**src/rtl/opx_pkg.sv**
```systemverilog
package opx_pkg;

    localparam logic [3:0] OPC_ADD = 4'b0001;
    localparam logic [3:0] OPC_AND = 4'b0101;
    localparam logic [3:0] OPC_NOT = 4'b1001;

    typedef enum logic [1:0] {
        ALU_NONE = 2'd0,
        ALU_ADD  = 2'd1,
        ALU_AND  = 2'd2,
        ALU_NOT  = 2'd3
    } alu_op_t;

    typedef enum logic [1:0] {
        CC_NEG  = 2'd0,
        CC_ZERO = 2'd1,
        CC_POS  = 2'd2
    } cc_state_t;

endpackage

```
**src/rtl/opx_decode.sv**
```systemverilog
module opx_decode
    import opx_pkg::*;
#(
    parameter int DATA_W  = 16,
    parameter int INSTR_W = 16,
    parameter int IDX_W   = 3,
    parameter int IMM_W   = 5
) (
    input  logic               instr_valid,
    input  logic [INSTR_W-1:0] instr,
    input  logic [DATA_W-1:0]  src_a,
    input  logic [DATA_W-1:0]  src_b,
    output logic [IDX_W-1:0]   rd_a_idx,
    output logic [IDX_W-1:0]   rd_b_idx,
    output logic [IDX_W-1:0]   dst_idx,
    output alu_op_t            op_sel,
    output logic               op_write,
    output logic [DATA_W-1:0]  opnd_a,
    output logic [DATA_W-1:0]  opnd_b
);
    localparam int OPC_LSB  = INSTR_W - 4;
    localparam int DST_LSB  = OPC_LSB - IDX_W;
    localparam int SRC1_LSB = DST_LSB - IDX_W;
    localparam int MODE_BIT = SRC1_LSB - 1;
    localparam int EXT_W    = DATA_W - IMM_W;

    logic [3:0]        opc;
    logic [DATA_W-1:0] imm_ext;

    assign opc      = instr[INSTR_W-1:OPC_LSB];
    assign dst_idx  = instr[DST_LSB+IDX_W-1:DST_LSB];
    assign rd_a_idx = instr[SRC1_LSB+IDX_W-1:SRC1_LSB];
    assign rd_b_idx = instr[IDX_W-1:0];
    assign imm_ext  = {{EXT_W{instr[IMM_W-1]}}, instr[IMM_W-1:0]};

    always_comb begin
        unique case (opc)
            OPC_ADD: op_sel = ALU_ADD;
            OPC_AND: op_sel = ALU_AND;
            OPC_NOT: op_sel = ALU_NOT;
            default: op_sel = ALU_NONE;
        endcase
    end

    assign op_write = instr_valid && (op_sel != ALU_NONE);
    assign opnd_a   = src_a;
    assign opnd_b   = instr[MODE_BIT] ? imm_ext : src_b;

endmodule

```
**src/rtl/opx_alu.sv**
```systemverilog
module opx_alu
    import opx_pkg::*;
#(
    parameter int DATA_W = 16
) (
    input  alu_op_t           op_sel,
    input  logic [DATA_W-1:0] opnd_a,
    input  logic [DATA_W-1:0] opnd_b,
    output logic [DATA_W-1:0] result
);
    always_comb begin
        unique case (op_sel)
            ALU_ADD:  result = opnd_a + opnd_b;
            ALU_AND:  result = opnd_a & opnd_b;
            ALU_NOT:  result = ~opnd_a;
            default:  result = '0;
        endcase
    end
endmodule

```
**src/rtl/opx_ccreg.sv**
```systemverilog
module opx_ccreg
    import opx_pkg::*;
#(
    parameter int DATA_W = 16
) (
    input  logic              clk,
    input  logic              rst_n,
    input  logic              op_we,
    input  logic [DATA_W-1:0] op_val,
    input  logic              wb_we,
    input  logic [DATA_W-1:0] wb_val,
    output logic              flag_n,
    output logic              flag_z,
    output logic              flag_p
);
    cc_state_t         state_q;
    cc_state_t         state_d;
    logic [DATA_W-1:0] sample;

    // the operate result outranks a write-back landing in the same cycle
    assign sample = op_we ? op_val : wb_val;

    always_comb begin
        state_d = state_q;
        if (op_we || wb_we) begin
            if (sample[DATA_W-1])
                state_d = CC_NEG;
            else if (sample == '0)
                state_d = CC_ZERO;
            else
                state_d = CC_POS;
        end
    end

    always_ff @(posedge clk or negedge rst_n) begin
        if (!rst_n)
            state_q <= CC_ZERO;
        else
            state_q <= state_d;
    end

    always_comb begin
        unique case (state_q)
            CC_NEG:  {flag_n, flag_z, flag_p} = 3'b100;
            CC_ZERO: {flag_n, flag_z, flag_p} = 3'b010;
            CC_POS:  {flag_n, flag_z, flag_p} = 3'b001;
            default: {flag_n, flag_z, flag_p} = 3'b010;
        endcase
    end
endmodule

```
**src/rtl/opx_unit.sv**
```systemverilog
module opx_unit
    import opx_pkg::*;
#(
    parameter int DATA_W  = 16,
    parameter int INSTR_W = 16,
    parameter int IDX_W   = 3,
    parameter int IMM_W   = 5
) (
    input  logic               clk,
    input  logic               rst_n,
    input  logic               instr_valid,
    input  logic [INSTR_W-1:0] instr,
    input  logic [DATA_W-1:0]  src_a,
    input  logic [DATA_W-1:0]  src_b,
    input  logic               wb_valid,
    input  logic [DATA_W-1:0]  wb_data,
    output logic [IDX_W-1:0]   rd_a_idx,
    output logic [IDX_W-1:0]   rd_b_idx,
    output logic               rf_we,
    output logic [IDX_W-1:0]   rf_dst,
    output logic [DATA_W-1:0]  rf_data,
    output logic               flag_n,
    output logic               flag_z,
    output logic               flag_p
);
    alu_op_t           op_sel;
    logic              op_write;
    logic [IDX_W-1:0]  dst_idx;
    logic [DATA_W-1:0] opnd_a;
    logic [DATA_W-1:0] opnd_b;
    logic [DATA_W-1:0] result;

    opx_decode #(
        .DATA_W(DATA_W), .INSTR_W(INSTR_W), .IDX_W(IDX_W), .IMM_W(IMM_W)
    ) u_dec (
        .instr_valid(instr_valid),
        .instr      (instr),
        .src_a      (src_a),
        .src_b      (src_b),
        .rd_a_idx   (rd_a_idx),
        .rd_b_idx   (rd_b_idx),
        .dst_idx    (dst_idx),
        .op_sel     (op_sel),
        .op_write   (op_write),
        .opnd_a     (opnd_a),
        .opnd_b     (opnd_b)
    );

    opx_alu #(.DATA_W(DATA_W)) u_alu (
        .op_sel(op_sel),
        .opnd_a(opnd_a),
        .opnd_b(opnd_b),
        .result(result)
    );

    opx_ccreg #(.DATA_W(DATA_W)) u_cc (
        .clk   (clk),
        .rst_n (rst_n),
        .op_we (op_write),
        .op_val(result),
        .wb_we (wb_valid),
        .wb_val(wb_data),
        .flag_n(flag_n),
        .flag_z(flag_z),
        .flag_p(flag_p)
    );

    always_ff @(posedge clk or negedge rst_n) begin
        if (!rst_n) begin
            rf_we   <= 1'b0;
            rf_dst  <= '0;
            rf_data <= '0;
        end else begin
            rf_we <= op_write;
            if (op_write) begin
                rf_dst  <= dst_idx;
                rf_data <= result;
            end
        end
    end
endmodule

```
**config.mk**
```make
export PLATFORM = sky130hd
export DESIGN_NAME = opx_unit
export DESIGN_NICKNAME = d
export VERILOG_FILES = /design/src/rtl/opx_pkg.sv /design/src/rtl/opx_decode.sv /design/src/rtl/opx_alu.sv /design/src/rtl/opx_ccreg.sv /design/src/rtl/opx_unit.sv
export SDC_FILE = /design/constraint.sdc
export NUM_CORES = 1
export LEC_CHECK = 0
export BUFFER_PORTS_ARGS = -buffer_cell sky130_fd_sc_hd__buf_2
export CORE_UTILIZATION = 50
export DETAILED_ROUTE_END_ITERATION = 8
export PLACE_DENSITY = 0.82
export REMOVE_ABC_BUFFERS = 1
export SYNTH_ARGS = -nofsm -noshare
export SYNTH_HDL_FRONTEND = slang
export SYNTH_SLANG_ARGS = --single-unit
export TNS_END_PERCENT = 5
```
**constraint.sdc**
```tcl
create_clock -name clk -period 1.3 [get_ports clk]
set_clock_uncertainty 0.05 [all_clocks]
set_input_delay 0.13 -clock clk [delete_from_list [all_inputs] [get_ports clk]]
set_output_delay 0.13 -clock clk [all_outputs]
set_load 0.005 [all_outputs]
```
-- After elaboration in Yosys (flattened, before gate mapping)
Cells that the tools add are included.
- bitwise logic cells: 2
- multiplexer cells: 9
- equality and inequality tests: 7
- reductions and logical operators: 6
- $add $sub $neg: 1
- operators with widths (cell ; count):
    $pmux 16 s3 ; 1
    $mux 16 ; 2
    $add 16x16->16 ; 1
    $and 16x16->16 ; 1
    $logic_not 16->1 ; 1
    $not 16->16 ; 1
    $eq 2x2->1 const B ; 3
    $pmux 2 s3 ; 1
    $eq 4x1->1 const B ; 1
    $eq 4x3->1 const B ; 1
    $eq 4x4->1 const B ; 1
    $mux 2 ; 2
    $mux 1 ; 3
    $eq 2x1->1 const B ; 1
    $logic_not 2->1 ; 1
    $reduce_bool 2->1 ; 1
    $reduce_or 2->1 ; 1
    $logic_and 1x1->1 ; 1
    $logic_or 1x1->1 ; 1
- output and inout bits: 29
- input bits: 68
- word-level logic and storage cells: 29
- register bits after elaboration: 22

-- Logic depth before layout (Yosys ltp)
Gate-level depths: netlist of the first run.
- depth in word-level cells: 8
- depth in mapped cells: 14
- gate-level depth less buffers: 13

-- Modules after synthesis
From an unflattened synthesis of the first run, not the netlist that was laid out.
- cell total of the unflattened synthesis: 291
- area, all modules: 2551.2 um2
- by module, submodules not included (module ; sequential area each (um2) ; area an instance (um2) ; cells an instance ; instances):
    opx_alu ; 0.0 ; 1109.8 ; 160 ; 1
    opx_unit ; 500.5 ; 783.3 ; 41 ; 1
    opx_decode ; 0.0 ; 469.2 ; 63 ; 1
    opx_ccreg ; 51.3 ; 188.9 ; 27 ; 1

-- Least setup slack after synthesis of the first run
No wires, ideal clock.
- path type: in2reg
- start point: input port instr[5]
- end point: register u_cc.state_q[1]
- arrival time: 3.110 ns
- path slack: -1.993 ns
- data required time: 1.117 ns
- library setup time: 0.133 ns
- path buffers: 1
- stages on the path: 14
- cells stage by stage: clkbuf_1 > mux2_2 > ha_1 > inv_1 > fa_1 > nor2b_4 > o21ai_2 > or3b_1 > a31oi_1 > o2111ai_1 > nor4b_2 > a31oi_1 > or4_1 > a21boi_2
- longest elaborated chain between the ends: 7
- elaborated cells on any way between the ends: 8
- those cells by class: add/sub: 1; mux: 5; bitwise: 1; reduce/logical: 1
- RTL lines (element ; RTL line ; RTL):
    start, declared ; opx_unit.sv:12 ; input logic [INSTR_W-1:0] instr,
    $mux 16 * ; opx_decode.sv:47 ; assign opnd_b = instr[MODE_BIT] ? imm_ext : src_b;
    $add 16x16->16 / $and 16x16->16 (equally long branches) ; opx_alu.sv:13, opx_alu.sv:14 ;
    $pmux 16 s3 * ; opx_alu.sv:12 ; unique case (op_sel)
    $mux 16 * ; opx_ccreg.sv:21 ; assign sample = op_we ? op_val : wb_val;
    $logic_not 16->1 ; opx_ccreg.sv:28 ; else if (sample == '0)
    $mux 2 ; opx_ccreg.sv:28 ;
    $mux 2 * ; opx_ccreg.sv:26 ; if (sample[DATA_W-1])
    end signal, assigned ; opx_ccreg.sv:39 ; state_q <= state_d;
    end, declared ; opx_ccreg.sv:16 ; cc_state_t state_q;
Every way passes the cells marked *; elsewhere a longest branch is shown, timed or not.
A chain may end at the register's enable or synchronous reset.

-- Worst setup path in the final report of the first run
Same ends and word-level chain as after synthesis.

==> results of run 1 <==
-- path summary, 6_finish.rpt --
kind / from / endpoint / slack (ns) / cells past startpoint
max: instr[5] / u_cc.state_q[1] / -1.81 / 14
min: instr[9] / rf_dst[0] / 0.007 / 3
max reg2reg: u_cc.state_q[0] / u_cc.state_q[0] / 0.17 / 3
min reg2reg: rf_data[14] / rf_data[14] / 0.42 / 2
max in group asynchronous: rst_n / u_cc.state_q[0] / 0.57 / 2
min in group asynchronous: rst_n / rf_data[14] / 0.29 / 2
-- metal layers --
layer | track usage (%) | wire [microns] | vias up | share of wire, %
li1 | - | - | 1475 | -
met3 | 4.36 | 1080 | 73 | 11
met5 | 0 | 0 | - | 0
met4 | 18.7 | 740 | 0 | 7.5
met1 | 40.3 | 3630 | 1522 | 37
met2 | 56.4 | 4430 | 284 | 45
-- synthesized netlist by cell type (3+ instances only) --
cell,n
clkbuf_1,12
and2_1,3
o21a_1,3
mux2i_1,5
nand4_1,3
o21ai_0,40
nand2b_1,4
dfrtp_1,21
ha_1,16
inv_1,19
nor4_1,3
a21o_1,8
buf_2,4
a211oi_1,5
nor2b_1,8
a21oi_1,13
o22ai_1,4
nor3_1,4
a221oi_1,3
buf_4,8
nand2_1,52
nor2_1,21
a31oi_1,5
xor2_1,4
mux2_2,5
-- cell families after synthesis --
group / synth area share, %
buffers and inverters: 8.07
xor gates and xnor gates: 1.80
muxes: 4.83
and+or+nand+nor: 24.7
adders and majority gates: 9.05
AOI/OAI and AO/OA: 28.9
DFF: 22.7
-- timing repair --
item | in CTS | in global routing
setup buffers | 1 | 8
resized for setup | 33 | 33
pin swaps | 11 | 23
setup endpoints to repair | 18 | 17
endpoints found under the hold margin | 21 | 0
cloned | 2 | 0
hold buffers | 1 | 0
-- power by group --
part / internal, mW / total, mW / switching (mW)
sequential: 0.761 / 0.799 / 0.0389
clock: 0.270 / 0.482 / 0.212
combinational: 0.798 / 1.63 / 0.829
-- worst max-delay path, cell delays in order --
cell	delay, ns
buf_12	0.12
mux2_4	0.21
ha_4	0.14
inv_2	0.04
fa_2	0.42
nor2b_4	0.26
o31ai_4	0.11
a21oi_2	0.23
mux2_4	0.34
a221oi_2	0.15
nor4b_2	0.24
a31oi_1	0.11
or4_4	0.54
a21boi_2	0.16
-- per-stage QoR --
| step | instance area [sq um] | worst slack (ns) | utilization, % |
|---|---|---|---|
| 2_1_floorplan | 2310 | -1.75 | - |
| 3_3_place_gp | 3420 | -2.16 | 72.8 |
| 3_5_place_dp | 3420 | -2.26 | 72.8 |
| 4_1_cts | 3700 | -1.65 | 78.8 |
| 5_1_grt | 3890 | -1.90 | 82.8 |
| 6_report | 3890 | -1.81 | 82.8 |
-- layout make-up --
class / count / area, sq um / share of cell area, %
clock buffer: 4 / 55.1 / 1.42
timing repair buffer: 179 / 1210 / 31.0
inverter: 19 / 71.3 / 1.84
multi-input combinational: 256 / 1930 / 49.8
sequential: 22 / 552 / 14.2
tap: 54 / 67.6 / 1.74
-- state kept, by name, summed over array words and instances, names as in the netlist --
| register | cells |
|---|---|
| rf_data | 16 |
| rf_dst | 3 |
| rf_we | 1 |
| u_cc.state_q | 2 |
==> key figures, run 1 <==
Power and ir drop
  • Power Total: 2.91 mW
  • Static Leak: 1.97 nW
  • Peak supply drop: 348 uV
  • PD cells: 748 mW/mm^2

Placement
  • Placed insts: 518
  • Post-DP HPWL: 5920 microns
  • GPL Wtd Cong: 0.926
  • Port Buffer Count: 90

Routing
  • Post-Route WL: 9890 microns
  • Wirelength per Cell: 18.5 microns
  • 1st-iter DRT viols: 311
  • Vias post-DR: 3354
  • # DRC: 0
  • DRT antenna net count: 0
  • Vias per cell: 6.28
  • Drt first pass iters: 5

Synthesis
  • Post-Synthesis Cells: 321
  • Post-synthesis cell area: 0.00243 sq mm
  • Number of flops mapped to enable cells by yosys: 0
  • Synth Warn #: 0
  • Synth area leader: dfrtp_1
  • Post-synth top area share: 21.6%
  • Synth Register Bits: 22
  • Synth async-reset ratio: 100%
  • Commonest register cell after synthesis: dfrtp_1
  • Avg Cell Area, Syn: 7.58 sq um
  • Largest cells by area after synthesis: dfrtp_1 (22%), ha_1 (8.2%), o21ai_0 (8.2%)
  • Seq/Total Area, Yosys: 22.7%
  • Yosys cell types: 62

Global routing
  • Total track usage: 33.1%
  • Vias in the first global route: 2981
  • Initial antenna violation count: 0
  • First-pass GRT wire length: 13500 microns
  • Pin count of the biggest net entering global routing: 30
  • GRT Residual Overflow: 0

CTS
  • H-Tree Depth: 1
  • CTS root buffer: clkbuf_8
  • CTS max path bufs: 2
  • CTS tree: built
  • Worst skew pair latency: 0.26 ns
  • Clk sinks: 22
  • CTS buffer count: 3
  • Clock-pin slew on the worst setup and hold paths: 0.07 ns

STA
  • Slew Limit Fails: 0
  • Fin Setup TNS: -16.49 ns
  • Final Hold Fails: 0
  • Hold_ws: 0.00681 ns
  • Worst slew pin tran: 0.598 ns
  • Final worst slack: -1.81 ns
  • Final Setup Violations: 17
  • Final Cycle Share: 240%
  • RSZ-0062 raised after global routing: yes
  • Slew headroom: 59.7%
  • Min cycle time layout: 3.11 ns
  • Max Freq: 0.321 GHz

Final layout
  • Most common cell after layout, fill and taps aside: buf_2
  • Final Non-Filler Cells: 534
  • Share of cells above drive strength 1: 49.4%
  • Fillcell total: 263
  • Diodes inserted: 0
  • Commonest cells after routing, fill and taps aside: buf_2 (89), buf_4 (83), nand2_1 (50)
  • Area growth from synthesis to layout: 59.7%
  • Nets: 566

Critical path
  • CP arrival: 3.21 ns
  • Crit start category: primary input
  • CP endpoint kind: register
  • Setup CP Type: primary input to register
  • CP Max Fanout: 5
  • CP required: 1.40 ns

Die
  • Die X: 71.8 microns
  • Die height: 71.8 microns
  • Rows: 25
  • I/O pins: 97
  • Starting Density: 51.9%
  • Core Region: 0.00469 sq mm
  • Die area: 0.00515 sq mm

Run status
  • Failing checks: setup timing
  • Status: finished, violations left

Job
  • Maxcap violations: 0

Min path
  • Tightest Hold Check Type: primary input to register
(Power assumes the default switching activity.)
==> run 2: changes to the inputs <==
--- a/config.mk
+++ b/config.mk
@@ -5,8 +5,9 @@
 export SDC_FILE = /design/constraint.sdc
 export NUM_CORES = 1
 export LEC_CHECK = 0
+export ABC_AREA = 1
 export BUFFER_PORTS_ARGS = -buffer_cell sky130_fd_sc_hd__buf_2
-export CORE_UTILIZATION = 50
+export CORE_UTILIZATION = 51
 export DETAILED_ROUTE_END_ITERATION = 8
 export PLACE_DENSITY = 0.82
 export REMOVE_ABC_BUFFERS = 1
==> key figures, run 2 <==
Run status
  • Status: finished, violations left (unchanged)
  • Failing checks: setup timing (unchanged)

Critical path
  • CP Max Fanout: 8 (was 5)
  • CP arrival: 2.19 ns (was 3.21 ns)
  • R2r setup slk: 0.50 ns (was 0.17 ns)
  • CP endpoint kind: register (unchanged)
  • Cells on worst reg2reg path: 1 (was 3)
  • Reg-to-Reg Start: rf_data[7] (was u_cc.state_q[0])
  • RR Endpoint: rf_data[7] (was u_cc.state_q[0])
  • Setup CP Type: primary input to register (unchanged)
  • CP required: 1.41 ns (was 1.40 ns)
  • Crit start category: primary input (unchanged)

Final layout
  • Share of cells above drive strength 1: 45.6% (was 49.4%)
  • Number of flip-flops in the largest register: 16 (unchanged)
  • Largest Register: rf_data (unchanged)
  • Top Registers: rf_data (16), rf_dst (3), u_cc.state_q (2) (unchanged)
  • Post-layout util: 85.7% (was 82.8%)
  • Most common cell after layout, fill and taps aside: nand2_1 (was buf_2)
  • Area growth from synthesis to layout: 58.3% (was 59.7%)
  • Fillcell total: 300 (was 263)
  • Diodes inserted: 0 (unchanged)
  • Reg area: 552 sq um (unchanged)
  • Nets: 696 (was 566)
  • Commonest cells after routing, fill and taps aside: nand2_1 (129), buf_2 (89), inv_1 (74), buf_4 (74), nand2_2 (43) (was buf_2 (89), buf_4 (83), nand2_1 (50))
  • Area of the multi-input gates: 0.00200 sq mm (was 0.00193 sq mm)

Die
  • Rows: 25 (unchanged)
  • Core Region: 0.00482 sq mm (was 0.00469 sq mm)
  • I/O pins: 97 (unchanged)
  • Die area: 0.00541 sq mm (was 0.00515 sq mm)
  • Die X: 73.5 microns (was 71.8 microns)
  • Starting Density: 54.2% (was 51.9%)
  • Die height: 73.5 microns (was 71.8 microns)

Routing
  • Wirelength per Cell: 14.2 microns (was 18.5 microns)
  • 1st-iter DRT viols: 268 (was 311)
  • Post-Route WL: 9600 microns (was 9890 microns)
  • Vias per cell: 5.35 (was 6.28)
  • # DRC: 0 (unchanged)
  • Vias post-DR: 3620 (was 3354)
  • DRT antenna net count: 0 (unchanged)
  • Drt first pass iters: 5 (unchanged)

STA
  • Min cycle time layout: 2.08 ns (was 3.11 ns)
  • Final Hold Fails: 0 (unchanged)
  • Final Setup Violations: 17 (unchanged)
  • Slew headroom: 68.8% (was 59.7%)
  • Final worst slack: -0.784 ns (was -1.81 ns)
  • RSZ-0062 raised after global routing: yes (unchanged)
  • Final Cycle Share: 160% (was 240%)
  • Slew Limit Fails: 0 (unchanged)
  • Max Freq: 0.480 GHz (was 0.321 GHz)
  • Fin Setup TNS: -7.62 ns (was -16.49 ns)
  • Worst slew pin tran: 0.468 ns (was 0.598 ns)

CTS
  • H-Tree Depth: 1 (unchanged)
  • Clk sinks: 22 (unchanged)
  • Clock-pin slew on the worst setup and hold paths: 0.08 ns (was 0.07 ns)
  • CTS root buffer: clkbuf_8 (unchanged)
  • CTS buffer count: 3 (unchanged)
  • CTS max path bufs: 2 (unchanged)
  • Worst skew pair latency: 0.27 ns (was 0.26 ns)
  • CTS tree: built (unchanged)

Min path
  • Hold depth: 3 (unchanged)
  • Hold_sp: instr[11] (was instr[9])
  • Tightest Hold Check Type: primary input to register (unchanged)
  • Hold Path End: rf_dst[2] (was rf_dst[0])

Placement
  • Port Buffer Count: 90 (unchanged)
  • Post-DP HPWL: 6570 microns (was 5920 microns)
  • GPL Wtd Cong: 0.935 (was 0.926)
  • Place WS: -1.21 ns (was -2.26 ns)

Synthesis
  • Synth Register Bits: 22 (unchanged)
  • Largest cells by area after synthesis: nand2_1 (25%), dfrtp_1 (20%), inv_1 (12%) (was dfrtp_1 (22%), ha_1 (8.2%), o21ai_0 (8.2%))
  • Commonest register cell after synthesis: dfrtp_1 (unchanged)
  • Seq/Total Area, Yosys: 21.2% (was 22.7%)
  • Yosys cell types: 28 (was 62)
  • Most common cell in the netlist: nand2_1 (unchanged)
  • Synth Warn #: 0 (unchanged)
  • Number of flops mapped to enable cells by yosys: 0 (unchanged)
  • Synth async-reset ratio: 100% (unchanged)
  • Synth area leader: nand2_1 (was dfrtp_1)
  • Post-synthesis cell area: 0.00261 sq mm (was 0.00243 sq mm)
  • Commonest cells post-synth: nand2_1 (174), inv_1 (81), nand3_1 (46) (was nand2_1 (52), o21ai_0 (40), dfrtp_1 (21), nor2_1 (21), inv_1 (19))
  • Post-Synthesis Cells: 453 (was 321)
  • Avg Cell Area, Syn: 5.76 sq um (was 7.58 sq um)
  • Post-synth top area share: 25.0% (was 21.6%)

Global routing
  • Total track usage: 32.4% (was 33.1%)
  • First-pass GRT wire length: 13600 microns (was 13500 microns)
  • Pin count of the biggest net entering global routing: 23 (was 30)
  • Vias in the first global route: 3274 (was 2981)
  • Initial antenna violation count: 0 (unchanged)
  • GRT Residual Overflow: 0 (unchanged)

Job
  • Maxcap violations: 0 (unchanged)

Power and ir drop
  • NetSw: 1.10 mW (was 1.08 mW)
  • Clk pwr share: 16.2% (was 16.6%)
  • Combinational Power Share: 54.9% (was 55.9%)
  • Net switching fraction of the power: 40.0% (was 37.1%)
  • Sequential power share: 28.9% (was 27.5%)
  • PD cells: 665 mW/mm^2 (was 748 mW/mm^2)
  • Power Total: 2.75 mW (was 2.91 mW)
  • Static Leak: 2.44 nW (was 1.97 nW)
  • Peak supply drop: 377 uV (was 348 uV)
  • Pint: 1.65 mW (was 1.83 mW)
## run 2: per-stage QoR
| step | std cells | cell area [sq um] | hold slack (ns) |
|---|---|---|---|
| finish | 677 | 4130 | 0.00701 |
| global route | 677 | 4130 | 0.00884 |
| CTS | 673 | 3890 | 0.0113 |
| detailed placement | 661 | 3590 | 0.0614 |
| global placement | 661 | 3590 | 0.0543 |
| floorplan | 436 | 2490 | -0.216 |
## run 2: critical path, stage by stage
cell and delay, ns:
buf_12 0.12, mux2_4 0.20, ha_4 0.12, inv_2 0.04, fa_2 0.35, inv_2 0.08, nand2_2 0.06, nand2_2 0.07
nand3_2 0.09, nand2_2 0.09, nand2_1 0.06, nand3_1 0.09, nand2_1 0.08, nand2_2 0.10, nand2_2 0.07, nor2_2 0.09
nand2_1 0.07, nor2_2 0.10, nand3_1 0.08, nand2_1 0.06, nand2_1 0.04
## run 2: power by group through the flow
stage               clock, mW  combinational (mW)  sequential (mW)
floorplan                   0               0.606            0.811
detailed placement          0                1.17            0.805
global placement            0                1.13            0.803
CTS                     0.435                1.29            0.792
global route            0.464                1.63            0.802
finish                  0.444                1.51            0.795
## run 2: how the worst max path moves through the flow
stage                      end  slack [ns]      from  depth (start not counted)
5_1_grt        u_cc.state_q[1]       -0.90  instr[5]                         19
3_3_place_gp   u_cc.state_q[1]       -1.09  instr[5]                         19
6_report       u_cc.state_q[1]       -0.78  instr[5]                         21
3_5_place_dp   u_cc.state_q[1]       -1.21  instr[5]                         19
2_1_floorplan  u_cc.state_q[1]       -0.82  instr[5]                         20
4_1_cts        u_cc.state_q[1]       -0.73  instr[4]                         19
## run 2: cell type report
cell class                      count  area share (%)
Multi-Input combinational cell    331            48.4
Timing Repair Buffer              170            27.6
Sequential cell                    22            13.4
Inverter                           83            7.55
Tap cell                           67            2.03
Clock buffer                        4            1.09
## run 2: cells by family (layout without fill, tap and decap cells)
| family | count (synthesis) | in the layout | share of synthesized area (%) |
|---|---|---|---|
| AOI/OAI and AO/OA | 39 | 39 | 8.15 |
| and+or+nand+nor | 271 | 271 | 44.2 |
| DFF | 22 | 22 | 21.2 |
| buffers and inverters | 100 | 257 | 16.4 |
| muxes | 4 | 4 | 1.73 |
| adders and majority gates | 17 | 17 | 8.44 |
## run 2: what timing repair did
action                                 CTS  global route
buffers inserted                         6             4
hold buffers                             1             0
setup endpoints to repair               17            17
endpoints found under the hold margin   21             0
pin swaps                               32            46
cloned                                   1             0
resized for setup                       52            73
## run 2: metal layers
metal	vias to the layer above	wire length, microns	track usage [%]
met1	1633	3620	38.7
met4	0	491	13.5
li1	1715	-	-
met3	59	833	4.80
met2	213	4650	57.6
met5	-	0	0
==> run 3: changes to the inputs <==
==> constraint.sdc (replaced) <==
create_clock -name clk -period 1.3 [get_ports clk]
set_clock_uncertainty 0.05 [all_clocks]
set_input_delay 0.13 -clock clk [delete_from_list [all_inputs] [get_ports clk]]
set_output_delay 0.13 -clock clk [all_outputs]
set_load 0.1 [all_outputs]
==> key figures, run 3 (synthesized netlist as in run 2, its figures left out) <==
Die
  • Core Region: 0.00482 sq mm (unchanged)
  • I/O pins: 97 (unchanged)
  • Die height: 73.5 microns (unchanged)
  • Die area: 0.00541 sq mm (unchanged)
  • Rows: 25 (unchanged)
  • Starting Density: 54.2% (unchanged)
  • Die X: 73.5 microns (unchanged)

Final layout
  • Post-layout util: 82.2% (was 85.7%)
  • Fillcell total: 343 (was 300)
  • Share of cells above drive strength 1: 40.2% (was 45.6%)
  • Area growth from synthesis to layout: 51.7% (was 58.3%)
  • Finished Cell Area: 0.00396 sq mm (was 0.00413 sq mm)
  • Largest Register: rf_data (unchanged)
  • Top Registers: rf_data (16), rf_dst (3), u_cc.state_q (2) (unchanged)
  • Most common cell after layout, fill and taps aside: nand2_1 (unchanged)
  • Commonest cells after routing, fill and taps aside: nand2_1 (144), buf_2 (86), inv_1 (79) (was nand2_1 (129), buf_2 (89), inv_1 (74), buf_4 (74), nand2_2 (43))
  • Diodes inserted: 0 (unchanged)
  • Number of flip-flops in the largest register: 16 (unchanged)
  • Nets: 691 (was 696)

Routing
  • DRT antenna net count: 0 (unchanged)
  • Vias post-DR: 3386 (was 3620)
  • Vias per cell: 5.04 (was 5.35)
  • # DRC: 0 (unchanged)
  • Post-Route WL: 8480 microns (was 9600 microns)
  • 1st-iter DRT viols: 205 (was 268)
  • Drt first pass iters: 4 (was 5)
  • Wirelength per Cell: 12.6 microns (was 14.2 microns)

STA
  • RSZ-0062 raised after global routing: yes (unchanged)
  • Slew Limit Fails: 0 (unchanged)
  • Final Setup Violations: 17 (unchanged)
  • Fin Setup TNS: -6.84 ns (was -7.62 ns)
  • Min cycle time layout: 2.04 ns (was 2.08 ns)
  • Slew headroom: 67.5% (was 68.8%)
  • Final Cycle Share: 157% (was 160%)
  • Worst slew pin tran: 0.491 ns (was 0.468 ns)
  • Final worst slack: -0.739 ns (was -0.784 ns)
  • Final Hold Fails: 0 (unchanged)
  • Max Freq: 0.491 GHz (was 0.480 GHz)

CTS
  • CTS buffer count: 3 (unchanged)
  • CTS root buffer: clkbuf_8 (unchanged)
  • CTS max path bufs: 2 (unchanged)
  • Clk sinks: 22 (unchanged)
  • CTS tree: built (unchanged)
  • Clock-pin slew on the worst setup and hold paths: 0.08 ns (about the same)
  • H-Tree Depth: 1 (unchanged)
  • Worst skew pair latency: 0.26 ns (was 0.27 ns)

Power and ir drop
  • PD cells: 823 mW/mm^2 (was 665 mW/mm^2)
  • Static Leak: 2.39 nW (was 2.44 nW)
  • Peak supply drop: 600 uV (was 377 uV)
  • Power Total: 3.26 mW (was 2.75 mW)

Critical path
  • CP required: 1.41 ns (about the same)
  • CP endpoint kind: register (unchanged)
  • Crit. Startpoint: instr[5] (unchanged)
  • Crit path top cell by count: nand2_1
  • Setup CP Type: primary input to register (unchanged)
  • CP arrival: 2.15 ns (was 2.19 ns)
  • Reg-to-Reg Start: u_cc.state_q[0] (was rf_data[7])
  • Worst path max stage delay: 0.36 ns (was 0.35 ns)
  • CP Max Fanout: 8 (unchanged)
  • Critical path's slowest cell: fa_2 (unchanged)
  • Crit start category: primary input (unchanged)
  • Critical path cell sequence: buf_12, mux2_4, ha_4, inv_2, fa_2, inv_2, nand2_2, nand3_2, nand3_2, nand2_2, nand2_2, nor2_2, nand2_1, nor2_1, nand2_1, nor2_2, nand3_1, nand2_1, nand2_1 (was buf_12, mux2_4, ha_4, inv_2, fa_2, inv_2, nand2_2, nand2_2, nand3_2, nand2_2, nand2_1, nand3_1, nand2_1, nand2_2, nand2_2, nor2_2, nand2_1, nor2_2, nand3_1, nand2_1, nand2_1)

Job
  • Maxcap violations: 0 (unchanged)

Global routing
  • GRT Residual Overflow: 0 (unchanged)
  • First-pass GRT wire length: 13900 microns (was 13600 microns)
  • Pin count of the biggest net entering global routing: 23 (unchanged)
  • Vias in the first global route: 3308 (was 3274)
  • Total track usage: 32.9% (was 32.4%)
  • Initial antenna violation count: 0 (unchanged)

Run status
  • Status: finished, violations left (unchanged)
  • Failing checks: setup timing (unchanged)

Min path
  • Tightest Hold Check Type: primary input to register (unchanged)
  • Hold_sp: instr[9] (was instr[11])

Placement
  • Port Buffer Count: 90 (unchanged)
  • Place WS: -1.21 ns (about the same)
  • Placed inst area: 0.00360 sq mm (was 0.00359 sq mm)
  • GPL Wtd Cong: 0.967 (was 0.935)
  • Post-DP HPWL: 6550 microns (was 6570 microns)
-- run 3: cell count changes in the layout (fill, tap and decap cells not counted), sizes merged --
cell,change
buf,-5
-- run 3: path summary, 6_finish.rpt --
kind	slack (ns)	to	cells past startpoint
min in group asynchronous	0.32	rf_data[9]	2
max in group asynchronous	0.54	u_cc.state_q[0]	2
setup reg to reg	0.45	u_cc.state_q[0]	2
setup / recovery	-0.74	u_cc.state_q[1]	19
hold / removal	0.007	rf_dst[0]	3
hold reg to reg	0.43	rf_data[13]	2
-- run 3: area by class of cell --
| class | count | area (sq um) | share of cell area [%] |
|---|---|---|---|
| Multi-Input combinational cell | 331 | 1830 | 46.1 |
| Timing Repair Buffer | 165 | 1130 | 28.5 |
| Sequential cell | 22 | 552 | 13.9 |
| Inverter | 83 | 312 | 7.87 |
| Tap cell | 67 | 83.8 | 2.12 |
| Clock buffer | 4 | 55.1 | 1.39 |
-- run 3: timing repair --
item	in CTS	in global routing
hold buffers	1	0
gates resized for setup	44	31
hold endpoints to repair	21	0
buffers inserted	6	5
pin swaps	22	29
endpoints found under the setup margin	17	19
-- run 3: critical path: cells and delay by family --
family	cells	cell delay (ns)
AND/OR/NAND/NOR	13	1.09
buffers and inverters	3	0.24
multiplexers	1	0.20
adder cells (fa/ha/maj)	2	0.49
-- run 3: where the power goes --
part | switching, mW | internal, mW | total [mW]
logic | 1.32 | 0.637 | 1.96
registers | 0.0411 | 0.755 | 0.797
clock network | 0.230 | 0.270 | 0.500
total | 1.60 | 1.66 | 3.26
-- run 3: stage by stage --
step           cells  hold WS [ns]
2_1_floorplan    436        -0.216
3_3_place_gp     656        0.0528
3_5_place_dp     656        0.0656
4_1_cts          667        0.0110
5_1_grt          672        0.0176
6_report         672       0.00696
-- run 3: layer usage --
metal	track usage (%)	vias to the layer above	wire length, microns
met5	0	-	0
met4	12.2	0	270
met3	4.80	25	446
met2	60.7	130	4360
met1	38.1	1530	3400
li1	-	1701	-
